File: config.mk
export PLATFORM = sky130hd
export DESIGN_NAME = dbg_addr_bkpt
export DESIGN_NICKNAME = d
export VERILOG_FILES = /design/src/rtl/dbg_bkpt_pkg.sv /design/src/rtl/dbg_bkpt_regfile.sv /design/src/rtl/dbg_bkpt_cmp.sv /design/src/rtl/dbg_addr_bkpt.sv
export SDC_FILE = /design/constraint.sdc
export NUM_CORES = 1
export LEC_CHECK = 0
export ABC_AREA = 1
export BUFFER_PORTS_ARGS = -buffer_cell sky130_fd_sc_hd__buf_2
export CORE_UTILIZATION = 55
export CTS_BUF_LIST = sky130_fd_sc_hd__clkbuf_8
export CTS_CLUSTER_SIZE = 25
export DETAILED_ROUTE_END_ITERATION = 10
export HOLD_SLACK_MARGIN = 0.15
export PLACE_DENSITY_LB_ADDON = 0.2
export REMOVE_ABC_BUFFERS = 1
export SLEW_MARGIN = 15
export SYNTH_ARGS = -nofsm -noshare
export SYNTH_HDL_FRONTEND = slang
export SYNTH_SLANG_ARGS = --single-unit
File: constraint.sdc
create_clock -name clk -period 4.7 [get_ports clk]
set_input_delay 0 -clock clk [delete_from_list [all_inputs] [get_ports clk]]
set_output_delay 0 -clock clk [all_outputs]
set_load 0.02 [all_outputs]
File: src/rtl/dbg_bkpt_pkg.sv
package dbg_bkpt_pkg;
  localparam int ADDR_W = 32;
  localparam int IDX_W  = 5;
  localparam int NSETS  = 2;
  localparam int ATTR_W = 4;
  localparam logic [ATTR_W-1:0] ATTR_RST = 4'h5;

  localparam logic [IDX_W-1:0] IDX_MODE0 = 5'h06;
  localparam logic [IDX_W-1:0] IDX_MODE1 = 5'h07;
  localparam logic [IDX_W-1:0] IDX_HI0   = 5'h0C;
  localparam logic [IDX_W-1:0] IDX_LO0   = 5'h0D;
  localparam logic [IDX_W-1:0] IDX_ATTR  = 5'h0E;
  localparam logic [IDX_W-1:0] IDX_HI1   = 5'h1C;
  localparam logic [IDX_W-1:0] IDX_LO1   = 5'h1D;

  typedef enum logic [1:0] {
    BK_OFF     = 2'b00,
    BK_EXACT   = 2'b01,
    BK_INSIDE  = 2'b10,
    BK_OUTSIDE = 2'b11
  } bkpt_mode_e;

  // Register index of each field, per comparator set
  function automatic logic [IDX_W-1:0] lo_index(int s);
    return (s == 0) ? IDX_LO0 : IDX_LO1;
  endfunction

  function automatic logic [IDX_W-1:0] hi_index(int s);
    return (s == 0) ? IDX_HI0 : IDX_HI1;
  endfunction

  function automatic logic [IDX_W-1:0] mode_index(int s);
    return (s == 0) ? IDX_MODE0 : IDX_MODE1;
  endfunction

  // Inclusive window test
  function automatic logic in_window(logic [ADDR_W-1:0] a,
                                     logic [ADDR_W-1:0] lo,
                                     logic [ADDR_W-1:0] hi);
    return (a >= lo) && (a <= hi);
  endfunction

  function automatic logic set_match(bkpt_mode_e m,
                                     logic [ADDR_W-1:0] a,
                                     logic [ADDR_W-1:0] lo,
                                     logic [ADDR_W-1:0] hi);
    logic r;
    case (m)
      BK_EXACT:   r = (a == lo);
      BK_INSIDE:  r = in_window(a, lo, hi);
      BK_OUTSIDE: r = !in_window(a, lo, hi);
      default:    r = 1'b0;
    endcase
    return r;
  endfunction
endpackage

File: src/rtl/dbg_bkpt_regfile.sv
module dbg_bkpt_regfile
  import dbg_bkpt_pkg::*;
(
  input  logic                         clk,
  input  logic                         rst_n,
  input  logic                         wr_en,
  input  logic [IDX_W-1:0]             idx,
  input  logic [ADDR_W-1:0]            wdata,
  output logic [ADDR_W-1:0]            rdata,
  output logic [NSETS-1:0][ADDR_W-1:0] lo_q,
  output logic [NSETS-1:0][ADDR_W-1:0] hi_q,
  output logic [NSETS-1:0][1:0]        mode_q,
  output logic [ATTR_W-1:0]            attr_q
);
  localparam int MODE_W = 2;

  for (genvar s = 0; s < NSETS; s++) begin : g_set
    wire wr_lo   = wr_en && (idx == lo_index(s));
    wire wr_hi   = wr_en && (idx == hi_index(s));
    wire wr_mode = wr_en && (idx == mode_index(s));

    always_ff @(posedge clk) begin
      if (!rst_n) begin
        lo_q[s]   <= '0;
        hi_q[s]   <= '0;
        mode_q[s] <= BK_OFF;
      end else begin
        if (wr_lo)   lo_q[s]   <= wdata;
        if (wr_hi)   hi_q[s]   <= wdata;
        if (wr_mode) mode_q[s] <= wdata[MODE_W-1:0];
      end
    end
  end

  always_ff @(posedge clk) begin
    if (!rst_n)                          attr_q <= ATTR_RST;
    else if (wr_en && idx == IDX_ATTR)   attr_q <= wdata[ATTR_W-1:0];
  end

  // Lower bounds are write-only: they fall to the default and read zero
  always_comb begin
    rdata = '0;
    case (idx)
      IDX_HI0:   rdata = hi_q[0];
      IDX_HI1:   rdata = hi_q[1];
      IDX_MODE0: rdata = ADDR_W'(mode_q[0]);
      IDX_MODE1: rdata = ADDR_W'(mode_q[1]);
      IDX_ATTR:  rdata = ADDR_W'(attr_q);
      default:   rdata = '0;
    endcase
  end
endmodule

File: src/rtl/dbg_bkpt_cmp.sv
module dbg_bkpt_cmp
  import dbg_bkpt_pkg::*;
(
  input  logic              clk,
  input  logic              rst_n,
  input  logic              valid,
  input  logic [ADDR_W-1:0] addr,
  input  logic [ADDR_W-1:0] lo,
  input  logic [ADDR_W-1:0] hi,
  input  logic [1:0]        mode,
  output logic              match_now,
  output logic              hit_q
);
  assign match_now = set_match(bkpt_mode_e'(mode), addr, lo, hi);

  always_ff @(posedge clk) begin
    if (!rst_n) hit_q <= 1'b0;
    else        hit_q <= valid && match_now;
  end
endmodule

File: src/rtl/dbg_addr_bkpt.sv
module dbg_addr_bkpt
  import dbg_bkpt_pkg::*;
(
  input  logic              clk,
  input  logic              rst_n,
  input  logic              xfer_valid,
  input  logic [31:0]       xfer_addr,
  input  logic              reg_wr_en,
  input  logic [4:0]        reg_idx,
  input  logic [31:0]       reg_wdata,
  output logic [31:0]       reg_rdata,
  output logic              hit0,
  output logic              hit1,
  output logic              trig,
  output logic [3:0]        attr_space
);
  logic [NSETS-1:0][ADDR_W-1:0] cfg_lo;
  logic [NSETS-1:0][ADDR_W-1:0] cfg_hi;
  logic [NSETS-1:0][1:0]        cfg_mode;
  logic [NSETS-1:0]             set_match_now;
  logic [NSETS-1:0]             set_hit;
  logic                         trig_q;

  dbg_bkpt_regfile u_regs (
    .clk    (clk),
    .rst_n  (rst_n),
    .wr_en  (reg_wr_en),
    .idx    (reg_idx),
    .wdata  (reg_wdata),
    .rdata  (reg_rdata),
    .lo_q   (cfg_lo),
    .hi_q   (cfg_hi),
    .mode_q (cfg_mode),
    .attr_q (attr_space)
  );

  for (genvar s = 0; s < NSETS; s++) begin : g_cmp
    dbg_bkpt_cmp u_cmp (
      .clk       (clk),
      .rst_n     (rst_n),
      .valid     (xfer_valid),
      .addr      (xfer_addr),
      .lo        (cfg_lo[s]),
      .hi        (cfg_hi[s]),
      .mode      (cfg_mode[s]),
      .match_now (set_match_now[s]),
      .hit_q     (set_hit[s])
    );
  end

  // Combined trigger kept in its own register, qualified by the strobe
  always_ff @(posedge clk) begin
    if (!rst_n) trig_q <= 1'b0;
    else        trig_q <= xfer_valid && (|set_match_now);
  end

  assign hit0 = set_hit[0];
  assign hit1 = set_hit[1];
  assign trig = trig_q;
endmodule

==> impl_metrics.toml <==
[sta]
fmax_ghz = 0.456
relSlewSlack_pct = 35.0
setup_viol_count_final = 0
hold_viol_final = 0
timing.final.crit_share_pct = 46.7
worstMarginPinSlew_ns = 0.976
fin_crit_ns = 2.19
rsz0062_at_grt = "no"
finalMaxSlewViolations = 0
fin_worst_skew_ns = 0.00765
timing.hold.ws_ns = 0.190
tns_ns = 0

[route]
vias = 7759
drt_iter0_drc = 524
routed_wl_mm = 21.3
firstDrtPassIters = 5
top_layer = "met4"
avgRoutedWirePerCell_um = 14.6
via_per_inst = 5.34
met2_length_mm = 9.62
ant_nets = 0
wirelength_met1_mm = 10.1
dr_wl_met3_mm = 1.12
drc = 0

[worst_setup_path]
worstPathMaxFanout = 31
critPathKind = "primary input to output pin"
cp.arrival_ns = 2.19
ff2ff_setup_slack_ns = 2.77
crit_family = "buffers and inverters"
slowest_stage = "inv_2"
slowest_delay_ns = 0.56
worstPathCellList = "dlygate4sd3_1 -> buf_2 -> inv_2 -> nand4_1 -> nor2_2 -> inv_2 -> o21ai_1 -> a221oi_1 -> o21ai_1 -> buf_2"
end_kind = "output pin"
cp-start-kind = "primary input"
cp.buffers_inverters = 5
required_ns = 4.70

[cells_and_area]
nFillCells = 1312
drive_gt1_share_pct = 13.1
diodes = 0
area_growth_pct = 17.8
fin_nets = 1457

[synth]
async_flop_share_pct = 0
synth_edf_count = 0
syn_avg_cell_area_um2 = 7.36
synth_flop_cell = "dfxtp_1"
yosysUniqueCellTypes = 28
syn_inst = 1123
ys_seq_area_share_pct = 33.6
ys_ff_latch = 139
yosys_warnings = 0
synth.cell_area_mm2 = 0.00827

[placement]
port_buffers = 111
gp_congestion = 0.812
hpwl_mm = 14.7

[power]
power_density_mw_per_mm2 = 260
peakVddDrop_mv = 0.200
power_mw = 2.53
p_leak_nw = 4.20

[outcome]
status = "completed"

[clock_network]
clk_pin_slew_ns = 0.07
clockBufferDepth = 2
insertion_delay_ns = 0.45
tritoncts = "yes"
postCtsSetupRepairBufs = 0
cts-htree-levels = 4
numCtsBuffers = 17
cts_root_buf = "clkbuf_8"
clock-sinks = 139

[floorplanning]
chipWidth_um = 125
boundaryPins = 112
die-area_mm2 = 0.0155
rows = 44
core_area_mm2 = 0.0146
die_h_um = 125
start_util_pct = 56.7

[hold_path]
hp-class = "primary input to flip-flop"

[global_routing]
grt_pass1_vias = 7027
grt_start_max_net_pins = 73
track_usage_pct = 27.7
grt_first_pass_wirelength_mm = 34.4
antenna_found_initial = 0
overflow = 0

[flow_run]
maxCapViolCount = 0
[logic make-up (layout without fill, tap and decap cells)]
| logic type | count (synthesis) | count (layout) | synth area share [%] |
|---|---|---|---|
| AOI/OAI and AO/OA | 379 | 379 | 23.9 |
| and+or+nand+nor | 257 | 257 | 12.9 |
| buffers and inverters | 220 | 366 | 10.1 |
| DFF | 139 | 139 | 33.6 |
| adders and majority gates | 128 | 128 | 19.4 |
[area by class of cell]
class / instances / area (um^2) / share of cell area [%]
Clock inverter: 11 / 103 / 1.05
Sequential cell: 139 / 2780 / 28.6
Multi-Input combinational cell: 764 / 4650 / 47.8
Tap cell: 184 / 230 / 2.36
Timing Repair Buffer: 159 / 1020 / 10.5
Clock buffer: 21 / 289 / 2.97
Inverter: 175 / 657 / 6.74
[report_power, final]
group | switching (mW) | internal (mW) | total [mW]
clock | 0.471 | 0.517 | 0.987
sequential | 0.00407 | 1.19 | 1.20
combinational | 0.208 | 0.143 | 0.351
total | 0.683 | 1.85 | 2.53
[flip-flops by register name, indices dropped and copies added, names as in the netlist]
register,flops
u_regs.hi_q,64
trig,1
u_regs.attr_q,4
u_regs.mode_q,4
g_cmp.u_cmp.hit_q,2
u_regs.lo_q,64
[layer usage]
layer  up-vias  global-route usage, %
met5         -                      0
met4         0                   8.86
met3        41                   5.46
met2       217                   45.3
met1      3470                   36.5
li1       4031                      -
[cells in the final DEF, fill, tap and decap left out, types with 11 or more instances in the layout]
cell / synthesis / final
o21ai_0: 131 / 131
nand3_1: 11 / 11
dlygate4sd3_1: 0 / 43
a21oi_1: 190 / 190
o22ai_1: 28 / 28
dfxtp_1: 139 / 139
inv_1: 171 / 175
clkbuf_8: 0 / 21
ha_1: 128 / 128
o21ai_1: 14 / 14
nor2_1: 45 / 45
buf_2: 10 / 111
nand2_1: 175 / 175
[worst min-delay path, cell delays in order]
cell	delay (ns)
buf_2	0.11
nand2_1	0.11
nor2_2	0.10
nand2_1	0.15
nand2_1	0.07
nand3_1	0.07
[metrics by stage]
| step | util [%] | cells | setup WS (ns) | area [um^2] |
|---|---|---|---|---|
| finish | 66.8 | 1453 | 2.51 | 9740 |
| global route | 66.8 | 1453 | 2.36 | 9740 |
| CTS | 66.7 | 1453 | 2.47 | 9730 |
| detailed placement | 61.1 | 1378 | 2.75 | 8910 |
| global placement | 61.1 | 1378 | 2.73 | 8910 |
| floorplan | - | 1078 | 3.10 | 8090 |
[synth_stat cells (all sizes together) (10+ instances only)]
cell    count  share of area, %
o22ai      28               2.1
nand2     179               8.2
inv       175               7.9
buf        10              0.61
ha        128                19
o21ai     145               8.8
nor2       51               2.6
nand3      15               1.1
a21oi     192                12
clkbuf     35               1.6
dfxtp     139                34
[timing repair]
action	CTS	global route
hold endpoints to repair	139	0
hold buffers	43	0
gates resized for setup	0	0
[worst paths after layout]
check / from / end / depth (start not counted)
min: reg_idx[2] / u_regs.attr_q[0]$_SDFFE_PN1P_ / 6
min reg2reg: u_regs.lo_q[60]$_SDFFE_PN0P_ / u_regs.lo_q[60]$_SDFFE_PN0P_ / 2
max reg2reg: u_regs.hi_q[63]$_SDFFE_PN0P_ / trig$_SDFF_PN0_ / 13
max: reg_idx[0] / reg_rdata[1] / 10
Note: power is estimated with default switching activity, not from simulation.
